File: src/rtl/dct_pkg.sv
package dct_pkg;
  localparam int NUM_CH = 2;

  localparam int CTRL_OFF = 'h00;
  localparam int STAT_OFF = 'h04;

  function automatic int run_pos(input int ch);
    return 2 * ch;
  endfunction

  function automatic int arl_pos(input int ch);
    return 2 * ch + 1;
  endfunction

  function automatic int src_pos(input int ch);
    return 11 + ch;
  endfunction

  function automatic int div_pos(input int ch);
    return 19 + 3 * ch;
  endfunction

  function automatic int flag_pos(input int ch);
    return 8 * ch;
  endfunction

  function automatic int reload_off(input int ch);
    return 'h10 + 8 * ch;
  endfunction

  function automatic int value_off(input int ch);
    return 'h14 + 8 * ch;
  endfunction
endpackage

File: src/rtl/dct_prescaler.sv
module dct_prescaler #(
  parameter int PRESC_W = 3
) (
  input  logic                    clk_i,
  input  logic                    rst_ni,
  output logic [2**PRESC_W-1:0]   tap_o
);
  localparam int NTAP = 2 ** PRESC_W;
  localparam int PC_W = (NTAP > 1) ? NTAP - 1 : 1;

  logic [PC_W-1:0] pc_q;

  always_ff @(posedge clk_i or negedge rst_ni) begin
    if (!rst_ni) pc_q <= '0;
    else         pc_q <= pc_q + 1'b1;
  end

  // tap k fires on the last cycle of every block of 2^k cycles
  for (genvar k = 0; k < NTAP; k++) begin : g_tap
    if (k == 0) begin : g_every
      assign tap_o[k] = 1'b1;
    end else begin : g_div
      assign tap_o[k] = &pc_q[k-1:0];
    end
  end
endmodule

File: src/rtl/dct_channel.sv
module dct_channel #(
  parameter int CNT_W = 32
) (
  input  logic             clk_i,
  input  logic             rst_ni,
  input  logic             tick_i,
  input  logic             run_i,
  input  logic             autoreload_i,
  input  logic             load_i,
  input  logic [CNT_W-1:0] load_val_i,
  input  logic [CNT_W-1:0] reload_val_i,
  output logic [CNT_W-1:0] count_o,
  output logic             expire_o
);
  logic [CNT_W-1:0] cnt_q;
  logic             armed_q;

  // count that follows a tick: decrement, reload at zero, or park at zero
  function automatic logic [CNT_W-1:0] step_count(
    input logic [CNT_W-1:0] cur,
    input logic [CNT_W-1:0] rel,
    input logic             ar
  );
    if (cur != '0) return cur - 1'b1;
    else if (ar)   return rel;
    else           return '0;
  endfunction

  assign expire_o = tick_i & run_i & ~load_i & (cnt_q == '0) & (autoreload_i | armed_q);
  assign count_o  = cnt_q;

  always_ff @(posedge clk_i or negedge rst_ni) begin
    if (!rst_ni) begin
      cnt_q   <= '0;
      armed_q <= 1'b0;
    end else begin
      if (load_i)               cnt_q <= load_val_i;
      else if (tick_i && run_i) cnt_q <= step_count(cnt_q, reload_val_i, autoreload_i);

      if (load_i)        armed_q <= 1'b1;
      else if (expire_o) armed_q <= 1'b0;
    end
  end
endmodule

File: src/rtl/dual_countdown_timer.sv
module dual_countdown_timer #(
  parameter int CNT_W   = 32,
  parameter int ADDR_W  = 6,
  parameter int PRESC_W = 3
) (
  input  logic              clk_i,
  input  logic              rst_ni,
  input  logic              ref_tick_i,
  input  logic [ADDR_W-1:0] bus_addr_i,
  input  logic              bus_we_i,
  input  logic [CNT_W-1:0]  bus_wdata_i,
  output logic [CNT_W-1:0]  bus_rdata_o,
  output logic [1:0]        irq_o
);
  import dct_pkg::*;

  localparam int NCH  = NUM_CH;
  localparam int NTAP = 2 ** PRESC_W;

  function automatic logic [CNT_W-1:0] ctrl_mask();
    logic [CNT_W-1:0] m;
    m = '0;
    for (int c = 0; c < NCH; c++) begin
      m[run_pos(c)] = 1'b1;
      m[arl_pos(c)] = 1'b1;
      m[src_pos(c)] = 1'b1;
      for (int b = 0; b < PRESC_W; b++) m[div_pos(c) + b] = 1'b1;
    end
    return m;
  endfunction

  logic [CNT_W-1:0]          ctrl_q;
  logic [NCH-1:0]            flag_q;
  logic [NCH-1:0][CNT_W-1:0] reload_q;
  logic [NCH-1:0][CNT_W-1:0] cnt_w;
  logic [NCH-1:0]            tick_w, expire_w, run_w, arl_w, val_wr_w, stat_clr_w;
  logic [NTAP-1:0]           tap_w;
  logic                      ctrl_we, stat_we;

  assign ctrl_we = bus_we_i && (bus_addr_i == ADDR_W'(CTRL_OFF));
  assign stat_we = bus_we_i && (bus_addr_i == ADDR_W'(STAT_OFF));

  dct_prescaler #(.PRESC_W(PRESC_W)) u_presc (
    .clk_i  (clk_i),
    .rst_ni (rst_ni),
    .tap_o  (tap_w)
  );

  always_ff @(posedge clk_i or negedge rst_ni) begin
    if (!rst_ni)      ctrl_q <= '0;
    else if (ctrl_we) ctrl_q <= bus_wdata_i & ctrl_mask();
  end

  for (genvar g = 0; g < NCH; g++) begin : g_ch
    logic [PRESC_W-1:0] div_sel;

    assign run_w[g]      = ctrl_q[run_pos(g)];
    assign arl_w[g]      = ctrl_q[arl_pos(g)];
    assign div_sel       = ctrl_q[div_pos(g) +: PRESC_W];
    assign tick_w[g]     = ctrl_q[src_pos(g)] ? ref_tick_i : tap_w[div_sel];
    assign val_wr_w[g]   = bus_we_i && (bus_addr_i == ADDR_W'(value_off(g)));
    assign stat_clr_w[g] = stat_we && !bus_wdata_i[flag_pos(g)];

    always_ff @(posedge clk_i or negedge rst_ni) begin
      if (!rst_ni) reload_q[g] <= '0;
      else if (bus_we_i && (bus_addr_i == ADDR_W'(reload_off(g)))) reload_q[g] <= bus_wdata_i;
    end

    // a fresh expiry beats a software clear in the same cycle
    always_ff @(posedge clk_i or negedge rst_ni) begin
      if (!rst_ni)            flag_q[g] <= 1'b0;
      else if (expire_w[g])   flag_q[g] <= 1'b1;
      else if (stat_clr_w[g]) flag_q[g] <= 1'b0;
    end

    dct_channel #(.CNT_W(CNT_W)) u_ch (
      .clk_i        (clk_i),
      .rst_ni       (rst_ni),
      .tick_i       (tick_w[g]),
      .run_i        (run_w[g]),
      .autoreload_i (arl_w[g]),
      .load_i       (val_wr_w[g]),
      .load_val_i   (bus_wdata_i),
      .reload_val_i (reload_q[g]),
      .count_o      (cnt_w[g]),
      .expire_o     (expire_w[g])
    );
  end

  always_comb begin
    bus_rdata_o = '0;
    if (bus_addr_i == ADDR_W'(CTRL_OFF)) bus_rdata_o = ctrl_q;
    for (int c = 0; c < NCH; c++) begin
      if (bus_addr_i == ADDR_W'(STAT_OFF))      bus_rdata_o[flag_pos(c)] = flag_q[c];
      if (bus_addr_i == ADDR_W'(reload_off(c))) bus_rdata_o = reload_q[c];
      if (bus_addr_i == ADDR_W'(value_off(c)))  bus_rdata_o = cnt_w[c];
    end
  end

  assign irq_o = flag_q;
endmodule

File: config.mk
export PLATFORM = sky130hd
export DESIGN_NAME = dual_countdown_timer
export DESIGN_NICKNAME = d
export VERILOG_FILES = /design/src/rtl/dct_pkg.sv /design/src/rtl/dct_prescaler.sv /design/src/rtl/dct_channel.sv /design/src/rtl/dual_countdown_timer.sv
export SDC_FILE = /design/constraint.sdc
export NUM_CORES = 1
export LEC_CHECK = 0
export BUFFER_PORTS_ARGS = -buffer_cell sky130_fd_sc_hd__buf_4
export CORE_AREA = 2 2 164 126
export DETAILED_ROUTE_END_ITERATION = 10
export DIE_AREA = 0 0 166 128
export PLACE_DENSITY = 0.81
export SETUP_SLACK_MARGIN = 0.3
export SLEW_MARGIN = 40
export SYNTH_ARGS = -nofsm -noshare
export SYNTH_HDL_FRONTEND = slang
export SYNTH_HIERARCHICAL = 1
export SYNTH_SLANG_ARGS = --single-unit
File: constraint.sdc
create_clock -name clk_i -period 3.73 [get_ports clk_i]
set_clock_uncertainty 0.05 [all_clocks]
set_input_delay 0.746 -clock clk_i [delete_from_list [all_inputs] [get_ports clk_i]]
set_output_delay 0.746 -clock clk_i [all_outputs]
set_load 0.02 [all_outputs]
==> results.yml, run 1 <==
layout:
  stdcell_area_mm2: 0.0112
  final_nets: 1100
  n_antenna_cell: 0
  layout-area-overhead-vs-synth_pct: 13.9
  share_of_cells_above_drive_strength_1_pct: 26.5
  fin_util_pct: 56.8
routing:
  route.vias.total: 8936
  drcViolationCount: 0
  detail_route.wl_per_cell_um: 24.3
  avgViaCountPerCell: 6.75
  drtPass1Iterations: 6
  final_antenna_net_count: 0
  wl_um: 32200
  starting_drc_count_in_detailed_routing: 1353
sta:
  post-route-min-period_ns: 3.25
  achievable-frequency_mhz: 308
  tightest_slew_ns: 0.763
  final.period_utilization_pct: 87.1
  worst_slew_margin_relative_to_its_limit_pct: 49.2
  report.final.setup_viol: 0
  drv_slew: 0
  setup_total_negative_slack_ns: 0
  unrepaired_setup_endpoints_after_global_routing: "true"
  final_hold_viol_count: 0
clock_tree:
  cts_max_path_buffers: 2
  clock_insertion_delay_worst_skew_ns: 0.44
  cts-hold-fix-buffers: 0
  htree_levels: 4
  clock_tree_from_tritoncts: "yes"
  clkTransAtPathRegs_ns: 0.07
  clock_tree.root_cell: "sky130_fd_sc_hd__clkbuf_16"
  tritoncts_num_sinks: 151
  postCtsSetupBuffers: 0
  cts_inserted_buffers: 17
floorplan:
  dieHeight_um: 128
  core_box_area_mm2: 0.0198
  die_w_um: 166
  starting_utilization_of_the_core_area_pct: 49.9
  row_cnt: 45
  die_area_mm2: 0.0212
  ioPinCount: 76
global_route:
  antenna_found_initial: 0
  grt_first_pass_wirelength_um: 49400
  grt_overflow: 0
  grt_util_all_layers_pct: 30.4
  grt_start_max_net_pins: 91
  grt_pass1_vias: 8170
power:
  power.ir.vdd_worst_v: 0.000310
  cellLeakagePower_nw: 4.64
  power_density_mw_per_mm2: 618
placement:
  place_area_mm2: 0.0106
  gp_congestion: 1.00
  buffer_ports.inserted: 75
  dpl.hpwl_um: 23600
outcome:
  outcome: "completed"
synthesis:
  synth_fp_nets: 1049
  post_synth_num_cell_types: 67
  sequential_element_share_of_the_synthesized_area_pct: 38.3
  syn_area_mm2: 0.00986
  yosys_most_used_dff: "sky130_fd_sc_hd__dfrtp_1"
  syn_inst: 1001
  synthesis.area_per_instance_um2: 9.85
  synth_edf_count: 0
  ys_ff_latch: 151
  yosysWarnings: 6
  share_of_flip_flops_with_an_asynchronous_set_or_reset_after_synthesis_pct: 100
worst_setup_path:
  reg2reg_slack_ns: 0.48
  critical_path_arrival_ns: 3.51
  setup.worst_path.end_class: "flop"
  crit_required_ns: 3.99
  critical_path_start_type: "flop"
  path_max_fanout: 20
  path_class: "flop to flop"
run:
  maxCapViolCount: 0
min_path:
  min-delay-path-class: "primary input to async pin"
cells by family (layout without fill, tap and decap cells):
group	count (synthesis)	after routing	share of synthesized area, %
DFF	151	151	38.3
muxes	132	132	17.4
AOI/OAI and AO/OA	213	213	14.4
buffers and inverters	91	155	4.45
adders and majority gates	6	6	0.761
and+or+nand+nor	364	364	20.7
other	1	1	0.0380
xor gates and xnor gates	43	43	3.90
routing by layer:
metal / share of wire (%) / GRT usage [%] / vias to the layer above
met4: 3.4 / 11.7 / 0
met2: 42 / 43.6 / 652
met3: 13 / 8.27 / 96
met5: 0 / 0 / -
li1: - / - / 3835
met1: 41 / 44.0 / 4353
cell type report:
cell class                 count  area (um^2)
fill                        1671         8530
multi-input combinational    759         5660
clock buffer                  17          425
clock inverter                15          170
sequential                   151         3780
inverter                      18         67.6
timing repair buffer         105          807
tap                          258          323
where the power goes:
part	switching (W)	internal, W	total (W)	leakage, nW
combinational	0.00116	0.00111	0.00227	2.45
clock	0.000763	0.000999	0.00176	0.275
sequential	0.000856	0.00205	0.00291	1.92
total	0.00278	0.00416	0.00694	4.64
timing repair:
item | CTS | global route
endpoints found under the hold margin | 0 | 0
endpoints found under the setup margin | 0 | 17
resized for setup | 0 | 3
state kept, by name, indices dropped and copies added (netlist names):
register           flops
reload_q              64
ctrl_q                12
irq_o                  2
u_presc/pc_q           7
g_ch.u_ch/armed_q      2
g_ch.u_ch/count_o     64
final timing paths:
| path | to | depth (start not counted) | startpoint |
|---|---|---|---|
| max in group asynchronous | reload_q[49]$_DFFE_PN0P_ | 2 | rst_ni |
| hold / removal | u_presc/pc_q[5]$_DFF_PN0_ | 1 | rst_ni |
| setup reg to reg | g_ch[1].u_ch/count_o[27]$_DFFE_PN0P_ | 12 | u_presc/pc_q[0]$_DFF_PN0_ |
| min in group clk_i | u_presc/pc_q[5]$_DFF_PN0_ | 1 | u_presc/pc_q[5]$_DFF_PN0_ |
| hold reg to reg | u_presc/pc_q[5]$_DFF_PN0_ | 1 | u_presc/pc_q[5]$_DFF_PN0_ |
| setup / recovery | g_ch[1].u_ch/count_o[27]$_DFFE_PN0P_ | 12 | u_presc/pc_q[0]$_DFF_PN0_ |
worst max-delay path: stages, from the launching register on:
cell                       delay (ns)
sky130_fd_sc_hd__dfrtp_1         0.43
sky130_fd_sc_hd__ha_1            0.28
sky130_fd_sc_hd__nand3_2         0.12
sky130_fd_sc_hd__nor2_4          0.16
sky130_fd_sc_hd__and2_1          0.18
sky130_fd_sc_hd__mux4_2          0.24
sky130_fd_sc_hd__a211oi_1        0.07
sky130_fd_sc_hd__a21oi_1         0.34
sky130_fd_sc_hd__nand2_1         0.15
sky130_fd_sc_hd__buf_4           0.24
sky130_fd_sc_hd__o41ai_1         0.39
sky130_fd_sc_hd__a31oi_1         0.08
sky130_fd_sc_hd__a311oi_1        0.37
Yosys cell counts (23+ instances only):
master / n / area, um^2
sky130_fd_sc_hd__a221o_1: 25 / 250
sky130_fd_sc_hd__nor3_1: 31 / 155
sky130_fd_sc_hd__nand2_1: 84 / 315
sky130_fd_sc_hd__a31oi_1: 29 / 181
sky130_fd_sc_hd__o21ai_0: 56 / 280
sky130_fd_sc_hd__dfrtp_1: 151 / 3780
sky130_fd_sc_hd__mux4_2: 23 / 518
sky130_fd_sc_hd__xnor2_1: 30 / 263
sky130_fd_sc_hd__mux2_2: 84 / 946
sky130_fd_sc_hd__a21oi_1: 48 / 240
sky130_fd_sc_hd__clkbuf_1: 42 / 158
sky130_fd_sc_hd__nor2_1: 73 / 274
through the flow:
step	worst slack [ns]	hold slack (ns)	total power, W	std cells
after floorplan	0.591	0.392	0.00429	1001
after global placement	0.479	0.410	0.00500	1291
after global routing	0.258	0.389	0.00727	1323
final	0.482	0.319	0.00694	1323
after CTS	0.426	0.375	0.00685	1323
after detailed placement	0.426	0.435	0.00508	1291
placed cells by master, fill, tap and decap left out, types with 25 or more instances in the layout:
master,instances
sky130_fd_sc_hd__o21ai_0,56
sky130_fd_sc_hd__a21oi_1,48
sky130_fd_sc_hd__buf_4,103
sky130_fd_sc_hd__nor3_1,30
sky130_fd_sc_hd__mux2_2,84
sky130_fd_sc_hd__dfrtp_1,151
sky130_fd_sc_hd__xnor2_1,30
sky130_fd_sc_hd__a221o_1,25
sky130_fd_sc_hd__nor2_1,70
sky130_fd_sc_hd__a31oi_1,29
sky130_fd_sc_hd__nand2_1,84
No activity file was read; power rests on OpenSTA's default activity.
==> inputs of run 2 (changes only) <==
Settings changed: CORE_AREA 2 2 164 126 to 2 2 150 116, DIE_AREA 0 0 166 128 to 0 0 152 118, PLACE_DENSITY 0.81 to 0.92.
Clock period 3.73 ns to 3.4 ns, I/O delays scaled along.
==> run 2 against run 1 <==
Non-clock buffer count up 10. Setup slack worse by 0.18 ns. Wire length up 2.3%. Clock-buffer cell count rose by 5. Sequential power increased by 10%. Register-to-register slack worse by 0.18 ns. Utilization up 11 points. Combinational power grew 16%. Via count up 4.0%. Clock power is 3% lower. Critical path depth down 5. Critical path type is now primary input to output port. Critical endpoint is now bus_rdata_o[3]. Highest routed layer is now met5.
==> results.yml, run 2 (same netlist as run 1, synthesis figures left out) <==
worst_setup_path:
  path_class: "primary input to output port"
  setup.worst_path.start: "bus_addr_i[5]"
  reg2reg_slack_ns: 0.31
  crit_buf_inv: 3
  critical_path.reg2reg.startpoint: "u_presc/pc_q[0]$_DFF_PN0_"
  max_stage_delay_ns: 0.54
  critical_path_arrival_ns: 2.36
  worst-path-stages: 7
  path_max_fanout: 11
  timing.rr.end: "g_ch[1].u_ch/count_o[20]$_DFFE_PN0P_"
  timing.critical_path.cells: "buf_4 -> or4b_1 -> nor3_1 -> buf_4 -> nand2_1 -> a31oi_1 -> buf_4"
  critical_path.slowest_cell: "sky130_fd_sc_hd__or4b_1"
  reg2regPathDepth: 11
  critical_path.most_common_cell: "sky130_fd_sc_hd__buf_4"
  critical_path_start_type: "primary input"
  worst_path_dominant_cell_family: "simple AND/OR/NAND/NOR gates"
  setup.worst_path.end_class: "output port"
  worstSetupEndpoint: "bus_rdata_o[3]"
  crit_required_ns: 2.67
floorplan:
  ioPinCount: 76
  core_box_area_mm2: 0.0165
  row_cnt: 41
  die_area_mm2: 0.0179
  dieHeight_um: 118
  starting_utilization_of_the_core_area_pct: 59.9
  die_w_um: 152
global_route:
  grt_util_all_layers_pct: 36.4
  grt_start_max_net_pins: 70
  grt_pass1_vias: 8785
  grt_overflow: 0
  antenna_found_initial: 1
  grt_first_pass_wirelength_um: 50400
clock_tree:
  clock_tree.root_cell: "sky130_fd_sc_hd__clkbuf_16"
  clkTransAtPathRegs_ns: 0.06
  cts_inserted_buffers: 17
  htree_levels: 4
  clock_insertion_delay_worst_skew_ns: 0.44
  cts_max_path_buffers: 2
  cts-hold-fix-buffers: 0
  tritoncts_num_sinks: 151
  clock_tree_from_tritoncts: "yes"
sta:
  tightest_slew_ns: 0.728
  postLayoutSetupSlackWorst_ns: 0.306
  worst_slew_margin_relative_to_its_limit_pct: 51.1
  achievable-frequency_mhz: 323
  final_hold_viol_count: 0
  report.final.setup_viol: 0
  final.period_utilization_pct: 91.0
  post-route-min-period_ns: 3.09
  unrepaired_setup_endpoints_after_global_routing: "true"
  setup_total_negative_slack_ns: 0
  drv_slew: 0
layout:
  layout-area-overhead-vs-synth_pct: 13.7
  layout_common_cells: "sky130_fd_sc_hd__dfrtp_1 (151), sky130_fd_sc_hd__buf_4 (112), sky130_fd_sc_hd__mux2_2 (84), sky130_fd_sc_hd__nand2_1 (84), sky130_fd_sc_hd__nor2_1 (68)"
  final.fill_count: 1137
  n_antenna_cell: 0
  mostFrequentLayoutCell: "sky130_fd_sc_hd__dfrtp_1"
  finish.cell_count_without_fillers: 1290
  final_nets: 1110
  share_of_cells_above_drive_strength_1_pct: 27.6
power:
  power_density_mw_per_mm2: 674
  power.ir.vdd_worst_v: 0.000436
  cellLeakagePower_nw: 4.68
outcome:
  outcome: "completed"
routing:
  avgViaCountPerCell: 7.20
  starting_drc_count_in_detailed_routing: 1870
  top_layer_used: "met5"
  route.met2.wl_um: 13900
  final_antenna_net_count: 0
  met3_length_um: 5410
  drtPass1Iterations: 6
  route.vias.total: 9293
  drcViolationCount: 0
  detail_route.wl_per_cell_um: 25.5
  m1WireLength_um: 11900
  wl_um: 32900
min_path:
  min-delay-path-class: "primary input to async pin"
placement:
  gp_congestion: 1.05
  pre_cts_slack_ns: 0.252
  dp_cells: 1257
  buffer_ports.inserted: 75
  dpl.hpwl_um: 23700
run:
  maxCapViolCount: 0
run 2: layer usage:
| layer | up-vias | track usage [%] |
|---|---|---|
| met5 | - | 0 |
| met4 | 2 | 15.6 |
| met3 | 173 | 13.1 |
| met2 | 875 | 52.5 |
| met1 | 4392 | 49.6 |
| li1 | 3851 | - |
run 2: what timing repair did:
item / in CTS / in global routing
setup endpoints to repair: 8 / 24
resized for setup: 3 / 9
pin swaps: 1 / 0
setup buffers: 1 / 0
run 2: worst min path at each step:
| stage | startpoint | to | slack [ns] | cells after the start |
|---|---|---|---|---|
| floorplan | rst_ni | ctrl_q[0]$_DFFE_PN0P_ | 0.33 | 0 |
| global placement | u_presc/pc_q[1]$_DFF_PN0_ | u_presc/pc_q[1]$_DFF_PN0_ | 0.43 | 1 |
| detailed placement | u_presc/pc_q[1]$_DFF_PN0_ | u_presc/pc_q[1]$_DFF_PN0_ | 0.43 | 1 |
| CTS | rst_ni | g_ch[0].u_ch/count_o[24]$_DFFE_PN0P_ | 0.18 | 1 |
| global route | rst_ni | g_ch[0].u_ch/count_o[22]$_DFFE_PN0P_ | 0.19 | 1 |
| finish | rst_ni | g_ch[0].u_ch/count_o[24]$_DFFE_PN0P_ | 0.15 | 1 |
run 2: power by group:
part / switching, W / internal, W
sequential: 0.000960 / 0.00225
clock: 0.000748 / 0.000958
combinational: 0.00138 / 0.00125
total: 0.00309 / 0.00446
run 2: layout make-up:
type                            count  area [um^2]  share of cell area, %
Sequential cell                   151         3780                   33.7
Clock buffer                       22          464                   4.14
Tap cell                          215          269                   2.40
Multi-Input combinational cell    759         5690                   50.8
Inverter                           18         67.6                  0.603
Clock inverter                     10         55.1                  0.491
Timing Repair Buffer              115          883                   7.88
run 2: stage by stage:
step / utilization [%] / total power, W / area, um^2 / hold WS, ns
5_1_grt: 68.1 / 0.00785 / 11200 / 0.190
4_1_cts: 67.9 / 0.00738 / 11200 / 0.176
3_5_place_dp: 64.6 / 0.00564 / 10600 / 0.432
2_1_floorplan: - / 0.00471 / 9860 / 0.334
3_3_place_gp: 64.6 / 0.00548 / 10600 / 0.428
6_report: 68.1 / 0.00755 / 11200 / 0.147
==> inputs of run 3 (changes only) <==
Settings changed: CORE_AREA 2 2 150 116 to 2 2 148 114, CTS_BUF_LIST from default to sky130_fd_sc_hd__clkbuf_16, DIE_AREA 0 0 152 118 to 0 0 150 116, SYNTH_HIERARCHICAL 1 to default.
==> run 3 against run 2 <==
Setup slack improved by 0.026 ns. Fmax rose by 0.85%. Sequential cell count did not move. Critical endpoint is now g_ch[1].u_ch.count_o[20]$_DFFE_PN0P_.
==> results.yml, run 3 <==
outcome:
  outcome: "completed"
worst_setup_path:
  setup.worst_path.end_class: "flop"
  critical_path_arrival_ns: 3.32
  path_class: "flop to flop"
  crit_required_ns: 3.65
  path_max_fanout: 7
  critical_path_start_type: "flop"
sta:
  worst_slew_margin_relative_to_its_limit_pct: 46.5
  final_hold_viol_count: 0
  report.final.setup_viol: 0
  worst_hold_slack_ns: 0.223
  drv_slew: 0
  tightest_slew_ns: 0.802
  final.period_utilization_pct: 90.2
  unrepaired_setup_endpoints_after_global_routing: "false"
  achievable-frequency_mhz: 326
  post-route-min-period_ns: 3.07
  setup_total_negative_slack_ns: 0
min_path:
  min-delay-path-class: "primary input to async pin"
synthesis:
  yosys_most_used_dff: "sky130_fd_sc_hd__dfrtp_1"
  synth_common_cells: "sky130_fd_sc_hd__dfrtp_1 (151), sky130_fd_sc_hd__nand2_1 (78), sky130_fd_sc_hd__mux2_2 (76)"
  post_synth_num_cell_types: 61
  ys_ff_latch: 151
  yosysWarnings: 0
  synth.area.top_cells: "sky130_fd_sc_hd__dfrtp_1 (39%), sky130_fd_sc_hd__mux2_2 (8.9%), sky130_fd_sc_hd__mux4_2 (7.3%), sky130_fd_sc_hd__o21ai_0 (3.2%), sky130_fd_sc_hd__nand2_1 (3.1%)"
  share_of_flip_flops_with_an_asynchronous_set_or_reset_after_synthesis_pct: 100
  synth_fp_nets: 1030
  synthMostInstantiatedCell: "sky130_fd_sc_hd__dfrtp_1"
  synthDominantCellAreaShare_pct: 39.4
  sequential_element_share_of_the_synthesized_area_pct: 39.4
  syn_inst: 981
  syn_area_mm2: 0.00958
  synth_edf_count: 0
  synthesis.area_per_instance_um2: 9.77
  synth_top_area_cell: "sky130_fd_sc_hd__dfrtp_1"
layout:
  layout-area-overhead-vs-synth_pct: 13.9
  share_of_cells_above_drive_strength_1_pct: 25.7
  layout_common_cells: "sky130_fd_sc_hd__dfrtp_1 (151), sky130_fd_sc_hd__buf_4 (108), sky130_fd_sc_hd__nand2_1 (78)"
  n_antenna_cell: 0
  final.fill_count: 1132
  finish.cell_count_without_fillers: 1250
  final_nets: 1079
  mostFrequentLayoutCell: "sky130_fd_sc_hd__dfrtp_1"
clock_tree:
  cts_inserted_buffers: 17
  clkTransAtPathRegs_ns: 0.06
  htree_levels: 4
  cts_max_path_buffers: 2
  tritoncts_num_sinks: 151
  clock_tree.root_cell: "sky130_fd_sc_hd__clkbuf_16"
  clock_insertion_delay_worst_skew_ns: 0.44
  clock_tree_from_tritoncts: "yes"
  cts-hold-fix-buffers: 0
run:
  maxCapViolCount: 0
routing:
  avgViaCountPerCell: 7.44
  drcViolationCount: 0
  drtPass1Iterations: 8
  route.vias.total: 9298
  starting_drc_count_in_detailed_routing: 1866
  detail_route.wl_per_cell_um: 25.9
  final_antenna_net_count: 0
  wl_um: 32400
global_route:
  grt_util_all_layers_pct: 37.9
  grt_pass1_vias: 8715
  grt_start_max_net_pins: 77
  antenna_found_initial: 1
  grt_overflow: 0
  grt_first_pass_wirelength_um: 49400
power:
  power.total_w: 0.00692
  cellLeakagePower_nw: 4.64
  power.ir.vdd_worst_v: 0.000364
  power_density_mw_per_mm2: 634
placement:
  dp_cells: 1221
  dpl.hpwl_um: 21900
  buffer_ports.inserted: 75
  gp_congestion: 1.03
floorplan:
  starting_utilization_of_the_core_area_pct: 60.6
  dieHeight_um: 116
  core_box_area_mm2: 0.0158
  die_w_um: 150
  ioPinCount: 76
  die_area_mm2: 0.0174
  row_cnt: 40
[run 3: report_power, final]
| group | internal, W | switching [W] | total, W |
|---|---|---|---|
| Clock | 0.000965 | 0.000719 | 0.00168 |
| Sequential | 0.00224 | 0.000916 | 0.00316 |
| Combinational | 0.000998 | 0.00107 | 0.00207 |
| Total | 0.00421 | 0.00271 | 0.00692 |
[run 3: path summary, 6_finish.rpt]
kind / from / endpoint / slack [ns] / cells after the start
worst max-delay path: u_presc.pc_q[0]$_DFF_PN0_ / g_ch[1].u_ch.count_o[20]$_DFFE_PN0P_ / 0.33 / 10
worst min-delay path: rst_ni / g_ch[1].u_ch.count_o[24]$_DFFE_PN0P_ / 0.22 / 1
worst max register to register: u_presc.pc_q[0]$_DFF_PN0_ / g_ch[1].u_ch.count_o[20]$_DFFE_PN0P_ / 0.33 / 10
worst min register to register: u_presc.pc_q[5]$_DFF_PN0_ / u_presc.pc_q[5]$_DFF_PN0_ / 0.43 / 1
max in group asynchronous: rst_ni / g_ch[1].u_ch.count_o[4]$_DFFE_PN0P_ / 2.30 / 2
min in group clk_i: u_presc.pc_q[5]$_DFF_PN0_ / u_presc.pc_q[5]$_DFF_PN0_ / 0.43 / 1
[run 3: cell families (layout without fill, tap and decap cells)]
kind of cell	Yosys count	after routing	share of synthesized area, %
AO/OA/AOI/OAI	216	216	14.4
XOR/XNOR	49	49	4.48
adder cells (fa/ha/maj)	7	7	0.914
buffers and inverters	92	151	3.93
flip-flops	151	151	39.4
multiplexers	112	112	16.7
AND/OR/NAND/NOR	354	354	20.1
[run 3: worst max-delay path: stages, from the launching register on]
cell,delay (ns)
sky130_fd_sc_hd__dfrtp_1,0.43
sky130_fd_sc_hd__ha_1,0.26
sky130_fd_sc_hd__nand3_1,0.18
sky130_fd_sc_hd__inv_1,0.07
sky130_fd_sc_hd__ha_1,0.20
sky130_fd_sc_hd__mux2i_1,0.12
sky130_fd_sc_hd__mux2i_1,0.14
sky130_fd_sc_hd__a211oi_1,0.65
sky130_fd_sc_hd__nor3_2,0.25
sky130_fd_sc_hd__buf_4,0.24
sky130_fd_sc_hd__a221o_1,0.34
[run 3: metrics by stage]
stage | instance area [um^2] | util [%] | setup WS, ns
floorplan | 9580 | - | 0.418
global placement | 10400 | 65.7 | 0.425
detailed placement | 10400 | 65.7 | 0.387
CTS | 10900 | 68.9 | 0.402
global route | 10900 | 69.0 | 0.329
finish | 10900 | 69.0 | 0.332
[run 3: cell type report]
type / count / area [um^2] / area share, %
Clock buffer: 17 / 425 / 3.90
Clock inverter: 12 / 75.1 / 0.688
Inverter: 11 / 41.3 / 0.378
Multi-Input combinational cell: 738 / 5470 / 50.2
Sequential cell: 151 / 3780 / 34.6
Tap cell: 210 / 263 / 2.41
Timing Repair Buffer: 111 / 853 / 7.82
[run 3: what timing repair did]
action                                  CTS  global route
endpoints found under the setup margin    0             3
resized for setup                         0             3
buffers inserted                          0             0
[run 3: layer usage]
metal  wire length [um]  GRT usage [%]  vias up
li1                   -              -     3768
met4               1860           17.1        0
met2              13600           54.4      971
met5                  0              0        -
met1              11400           50.5     4344
met3               5620           15.8      215
